$ cat src/rtl/ws_pkg.sv
`timescale 1ns/1ps
package ws_pkg;

   typedef enum logic {
      WS_IDLE  = 1'b0,
      WS_STALL = 1'b1
   } ws_state_e;

endpackage

$ cat src/rtl/ws_region_decode.sv
`timescale 1ns/1ps
module ws_region_decode #(
   parameter int ADDR_W = 16,
   parameter int N_REG  = 4,
   parameter int CNT_W  = 4,
   parameter logic [N_REG-1:0][ADDR_W-1:0] REG_BASE = '0,
   parameter logic [N_REG-1:0][ADDR_W-1:0] REG_MASK = '0,
   parameter logic [N_REG-1:0][CNT_W-1:0]  REG_WAIT = '0
) (
   input  logic              valid,
   input  logic [ADDR_W-1:0] addr,
   output logic [N_REG-1:0]  cs,
   output logic [CNT_W-1:0]  wait_sel
);

   logic [N_REG-1:0] hit;

   generate
      for (genvar i = 0; i < N_REG; i++) begin : g_match
         if ((REG_BASE[i] & ~REG_MASK[i]) != '0) begin : g_bad_base
            $error("region base has bits outside its mask");
         end
         assign hit[i] = valid && ((addr & REG_MASK[i]) == REG_BASE[i]);
      end
   endgenerate

   // Lowest index wins: scan from the top so lower indices overwrite.
   always_comb begin
      cs       = '0;
      wait_sel = '0;
      for (int i = N_REG - 1; i >= 0; i--) begin
         if (hit[i]) begin
            cs       = '0;
            cs[i]    = 1'b1;
            wait_sel = REG_WAIT[i];
         end
      end
   end

endmodule

$ cat src/rtl/ws_wait_counter.sv
`timescale 1ns/1ps
module ws_wait_counter #(
   parameter int CNT_W = 4
) (
   input  logic             clk,
   input  logic             rst_n,
   input  logic             valid,
   input  logic [CNT_W-1:0] load_wait,
   output logic             rdy
);
   import ws_pkg::*;

   localparam logic [CNT_W-1:0] CNT_ZERO = '0;
   localparam logic [CNT_W-1:0] CNT_ONE  = CNT_W'(1);

   ws_state_e        state_q, state_d;
   logic [CNT_W-1:0] cnt_q, cnt_d;
   logic             cnt_done;

   assign cnt_done = (cnt_q == CNT_ZERO);

   always_comb begin
      state_d = state_q;
      cnt_d   = cnt_q;
      rdy     = 1'b1;
      if (!valid) begin
         state_d = WS_IDLE;
         cnt_d   = CNT_ZERO;
      end else if (state_q == WS_STALL) begin
         rdy = cnt_done;
         if (cnt_done) begin
            state_d = WS_IDLE;
         end else begin
            cnt_d = cnt_q - CNT_ONE;
         end
      end else if (load_wait != CNT_ZERO) begin
         rdy     = 1'b0;
         state_d = WS_STALL;
         cnt_d   = load_wait - CNT_ONE;
      end
   end

   always_ff @(posedge clk) begin
      if (!rst_n) begin
         state_q <= WS_IDLE;
         cnt_q   <= CNT_ZERO;
      end else begin
         state_q <= state_d;
         cnt_q   <= cnt_d;
      end
   end

endmodule

$ cat src/rtl/ws_wait_gen.sv
`timescale 1ns/1ps
module ws_wait_gen #(
   parameter int ADDR_W = 16,
   parameter int N_REG  = 4,
   parameter int CNT_W  = 4,
   parameter logic [N_REG-1:0][ADDR_W-1:0] REG_BASE =
      {16'h8000, 16'hC000, 16'h8000, 16'h0000},
   parameter logic [N_REG-1:0][ADDR_W-1:0] REG_MASK =
      {16'h8000, 16'hE000, 16'hC000, 16'hC000},
   parameter logic [N_REG-1:0][CNT_W-1:0]  REG_WAIT =
      {4'd7, 4'd3, 4'd1, 4'd0}
) (
   input  logic              clk,
   input  logic              rst_n,
   input  logic              acc_valid,
   input  logic [ADDR_W-1:0] addr,
   output logic [N_REG-1:0]  cs,
   output logic              rdy
);

   generate
      if (ADDR_W < 1 || N_REG < 1 || CNT_W < 1) begin : g_bad_params
         $error("ADDR_W, N_REG and CNT_W must all be positive");
      end
   endgenerate

   logic [CNT_W-1:0] wait_sel;

   ws_region_decode #(
      .ADDR_W  (ADDR_W),
      .N_REG   (N_REG),
      .CNT_W   (CNT_W),
      .REG_BASE(REG_BASE),
      .REG_MASK(REG_MASK),
      .REG_WAIT(REG_WAIT)
   ) u_decode (
      .valid   (acc_valid),
      .addr    (addr),
      .cs      (cs),
      .wait_sel(wait_sel)
   );

   ws_wait_counter #(
      .CNT_W(CNT_W)
   ) u_counter (
      .clk      (clk),
      .rst_n    (rst_n),
      .valid    (acc_valid),
      .load_wait(wait_sel),
      .rdy      (rdy)
   );

endmodule

$ cat config.mk
export PLATFORM = sky130hd
export DESIGN_NAME = ws_wait_gen
export DESIGN_NICKNAME = d
export VERILOG_FILES = /design/src/rtl/ws_pkg.sv /design/src/rtl/ws_region_decode.sv /design/src/rtl/ws_wait_counter.sv /design/src/rtl/ws_wait_gen.sv
export SDC_FILE = /design/constraint.sdc
export NUM_CORES = 1
export LEC_CHECK = 0
export ABC_AREA = 1
export BUFFER_PORTS_ARGS = -buffer_cell sky130_fd_sc_hd__buf_2
export CORE_AREA = 4 4 41 43
export CTS_BUF_LIST = sky130_fd_sc_hd__clkbuf_8
export DETAILED_ROUTE_END_ITERATION = 12
export DIE_AREA = 0 0 45 47
export PLACE_DENSITY_LB_ADDON = 0.15
export REMOVE_ABC_BUFFERS = 1
export SETUP_SLACK_MARGIN = 0.02
export SLEW_MARGIN = 0
export SYNTH_ARGS = -nofsm -noshare
export SYNTH_HDL_FRONTEND = slang
export SYNTH_SLANG_ARGS = --single-unit
$ cat constraint.sdc
create_clock -name clk -period 1.4 [get_ports clk]
set_clock_uncertainty 0.2 [all_clocks]
set_input_delay 0.21 -clock clk [delete_from_list [all_inputs] [get_ports clk]]
set_output_delay 0.21 -clock clk [all_outputs]
set_load 0.005 [all_outputs]
==> tab_implementation.tex <==
\begin{tabular}{lr}
\hline
Metric & Value \\
\hline
\multicolumn{2}{l}{\textbf{Layout}} \\
FILL cells & $\sim$140 \\
Syn-to-layout area delta & 122\% \\
Number of standard cells in the layout, taps in and fillers out & 100 \\
\# diodes & 0 \\
Total non-filler cell area in the finished layout & 696 um2 \\
Count of nets after finishing & between 100 and 150 \\
Fraction of final layout cells with drive strength greater than 1 & a little over two thirds \\
\multicolumn{2}{l}{\textbf{Power and ir drop}} \\
Worst VDD drop & between 0.5 and 0.6 mV \\
Static leakage & $\sim$0.00035 uW \\
Total power density per cell area & about 730 nW/um2 \\
\multicolumn{2}{l}{\textbf{Placed design}} \\
Cell area after placement & 464 um2 \\
Placed cell count & 84 \\
Estimated wirelength of the detail-placed design & slightly above 600 um \\
Post-Place Worst Slack & -0.0951 ns \\
Weighted congestion reported at the end of routability-driven placement & between 0.7 and 0.8 \\
Number of I/O port buffers & 10 \\
\multicolumn{2}{l}{\textbf{Logic synthesis}} \\
Cell taking the most area after synthesis & sky130\_fd\_sc\_hd\_\_dfxtp\_1 \\
Number of flops mapped to enable cells by yosys & 0 \\
Sequential share of the synthesized area & roughly 32\% \\
Most area-consuming cells after synthesis & sky130\_fd\_sc\_hd\_\_dfxtp\_1 (32\%), sky130\_fd\_sc\_hd\_\_nand2\_1 (9.6\%), sky130\_fd\_sc\_hd\_\_nor2\_1 (9.6\%) \\
Top\_reg\_cell synth & sky130\_fd\_sc\_hd\_\_dfxtp\_1 \\
Syn Inst Count & 48 \\
Async set or reset register ratio after synthesis & 0\% \\
Post-synth design cell area & between 300 and 400 um2 \\
Area share of the largest cell type after synthesis & between 30\% and 40\% \\
Most numerous cell types in the synthesized netlist & sky130\_fd\_sc\_hd\_\_nand2\_1 (8), sky130\_fd\_sc\_hd\_\_nor2\_1 (8) \\
Count of cell types in the netlist & 16 \\
\#FFs+latches synth & 5 \\
Synth warn & 0 \\
Average instance area after synthesis & about 6.5 um2 \\
\multicolumn{2}{l}{\textbf{Floorplanning}} \\
Die span in x & about 45 um \\
Starting density of the core & between 20\% and 30\% \\
Die boundary height & $\sim$47 um \\
Floorplan core area & $\sim$1300 um2 \\
Die footprint & 2120 um2 \\
Placement row count & 13 \\
I/O Pins & 24 \\
\multicolumn{2}{l}{\textbf{Timing}} \\
Final Cycle Share & 103\% \\
Final worst-path setup slack & -0.0370 ns \\
Setup repair after global routing missed its margin & yes \\
Min Tclk post-route & roughly 1.4 ns \\
Slew at the pin closest to its max-slew limit & about 0.16 ns \\
Max-slew violation count & 0 \\
Max Clk Rate & 696 MHz \\
Relative slew margins & between 80 and 90\% \\
Total count of hold-check failures in the final report & 0 \\
Total setup violations reported at the end of the flow & 3 \\
\multicolumn{2}{l}{\textbf{CTS}} \\
Total of hold buffers inserted after clock tree synthesis & 0 \\
Clock-pin slew of the registers on the worst-case setup and hold paths & about 0.030 ns \\
Clock latency at the later pin of the worst-skew pair & between 0.2 and 0.25 ns \\
Sink Count & 5 \\
Inserted Clock Buffers & 3 \\
Htree depth & 1 \\
Maximum clock insertion buffer count & 2 \\
CTS tree & built \\
Root buf cell & sky130\_fd\_sc\_hd\_\_clkbuf\_8 \\
\multicolumn{2}{l}{\textbf{Worst setup path}} \\
Maximum single-stage delay on the critical path & between 0.3 and 0.4 ns \\
Dominant cell type by count on the critical path & sky130\_fd\_sc\_hd\_\_buf\_4 \\
Kind of start point of the critical path & flop \\
Data arrival time of the critical path & 1.34 ns \\
Largest fanout on the critical path & 3 \\
Cells along the critical path & buf\_4, nand2\_4, o21ai\_4, buf\_4, buf\_4, buf\_4, nor2\_4, a21oi\_2 \\
Endpoint type of the worst setup path & flop \\
Buf+Inv Stages, Crit Path & 4 \\
Standard cell with the maximum stage delay on the critical path & sky130\_fd\_sc\_hd\_\_dfxtp\_4 \\
Crit Path Class & reg2reg \\
Cell class contributing the biggest share of worst-path delay & buffers and inverters \\
Req. time, crit path & about 1.3 ns \\
\multicolumn{2}{l}{\textbf{Detailed routing}} \\
Number of remaining DRC errors & 0 \\
Via Count & approximately 440 \\
First-pass iteration count of the detailed router & 3 \\
Wirelength per Cell & 10.0 um \\
Antenna violation net count after detailed routing & 0 \\
Via/cell ratio & approximately 4.4 \\
First DRT Iteration DRCs & 4 \\
Final Routed Wirelength & about 1000 um \\
\multicolumn{2}{l}{\textbf{Global routing}} \\
Number of global-route vias before repair & just over 400 \\
Antenna violations before repair & 0 \\
Grt total ovfl & 0 \\
Global router's overall resource usage & approximately 11\% \\
Largest net degree at the start of global routing & 5 \\
Wire length of the first global-routing pass & 1610 um \\
\multicolumn{2}{l}{\textbf{Worst hold path}} \\
Worst hold-check path type & in2reg \\
\multicolumn{2}{l}{\textbf{Run}} \\
Number of max-capacitance violations reported & 0 \\
\multicolumn{2}{l}{\textbf{Run status}} \\
Violated checks & negative setup slack \\
Status & finished, violations left \\
\hline
\end{tabular}
report_power, final:
group,internal [uW],leakage (uW),switching [uW]
registers,145,0.0000425,3.81
clock network,187,0.0000269,61.8
logic,63.4,0.000279,49.8
total,395,0.000348,115
cell type report:
| type | instances | area [um2] | area share, % |
|---|---|---|---|
| tap | 15 | 18.8 | 2.70 |
| clock buffer | 3 | 41.3 | 5.94 |
| multi-input combinational | 37 | 268 | 38.5 |
| sequential | 5 | 109 | 15.6 |
| timing repair buffer | 33 | 230 | 33.1 |
| clock inverter | 1 | 3.75 | 0.540 |
| inverter | 6 | 25.0 | 3.60 |
sequential cells by signal, summed over array words and instances, names as in the netlist:
name and count:
u_counter.cnt_q 4, u_counter.state_q 1
tightest hold or removal path, cell delays in order:
cell and delay (ns):
sky130_fd_sc_hd__buf_2 0.09, sky130_fd_sc_hd__nand2_1 0.11, sky130_fd_sc_hd__a21oi_1 0.05
per-layer routing:
metal	up-vias	global-route usage (%)	share of wire [%]
met5	-	0	0
met4	0	8.77	1.4
met3	2	3.45	5.0
met2	10	16.7	55
met1	192	12.5	39
li1	233	-	-
per-stage QoR:
stage / utilization (%) / hold WS, ns / power [uW] / TNS, ns
after floorplan: - / 0.171 / 183 / -0.0457
after global placement: 35.7 / 0.251 / 225 / -0.0976
after detailed placement: 35.7 / 0.254 / 224 / -0.0951
after CTS: 46.1 / 0.0897 / 498 / -0.0469
after global routing: 53.5 / 0.135 / 546 / -0.262
final: 53.5 / 0.102 / 510 / -0.0705
worst paths after layout:
check | startpoint | to | slack [ns] | cells after the start
worst max-delay path | u_counter.cnt_q[1] | u_counter.cnt_q[3] | -0.04 | 8
worst min-delay path | rst_n | u_counter.state_q | 0.10 | 3
worst max register to register | u_counter.cnt_q[1] | u_counter.cnt_q[3] | -0.04 | 8
worst min register to register | u_counter.cnt_q[3] | u_counter.cnt_q[3] | 0.31 | 2
repair_timing:
action / in CTS / in global routing
pin swaps: 6 / 10
cloned: 0 / 0
gates resized for setup: 11 / 19
endpoints found under the setup margin: 2 / 5
setup buffers: 8 / 4
cell families after synthesis:
| kind of cell | count (synthesis) | share of synthesized area, % |
|---|---|---|
| flops | 5 | 32.0 |
| compound gates | 9 | 15.2 |
| fa+ha+maj | 1 | 4.00 |
| simple gates | 27 | 41.6 |
| buf+inv | 6 | 7.20 |
cell usage in the layout, fill, tap and decap left out:
cell type	count
sky130_fd_sc_hd__inv_1	3
sky130_fd_sc_hd__dfxtp_2	1
sky130_fd_sc_hd__and2_1	1
sky130_fd_sc_hd__a21oi_2	1
sky130_fd_sc_hd__nand2_4	2
sky130_fd_sc_hd__inv_2	3
sky130_fd_sc_hd__buf_2	10
sky130_fd_sc_hd__ha_4	1
sky130_fd_sc_hd__dfxtp_1	2
sky130_fd_sc_hd__buf_6	2
sky130_fd_sc_hd__nand3_2	3
sky130_fd_sc_hd__nor2_1	4
sky130_fd_sc_hd__nand2_1	4
sky130_fd_sc_hd__clkbuf_8	3
sky130_fd_sc_hd__nand2_2	4
sky130_fd_sc_hd__nor2_4	3
sky130_fd_sc_hd__buf_4	21
sky130_fd_sc_hd__nand3_1	3
sky130_fd_sc_hd__o21ai_4	1
sky130_fd_sc_hd__inv_4	1
sky130_fd_sc_hd__o21a_1	1
sky130_fd_sc_hd__o21ai_0	2
sky130_fd_sc_hd__a21oi_1	4
sky130_fd_sc_hd__nor3_1	1
sky130_fd_sc_hd__nor2_2	2
sky130_fd_sc_hd__dfxtp_4	2
No activity file was read; power rests on OpenSTA's default activity.
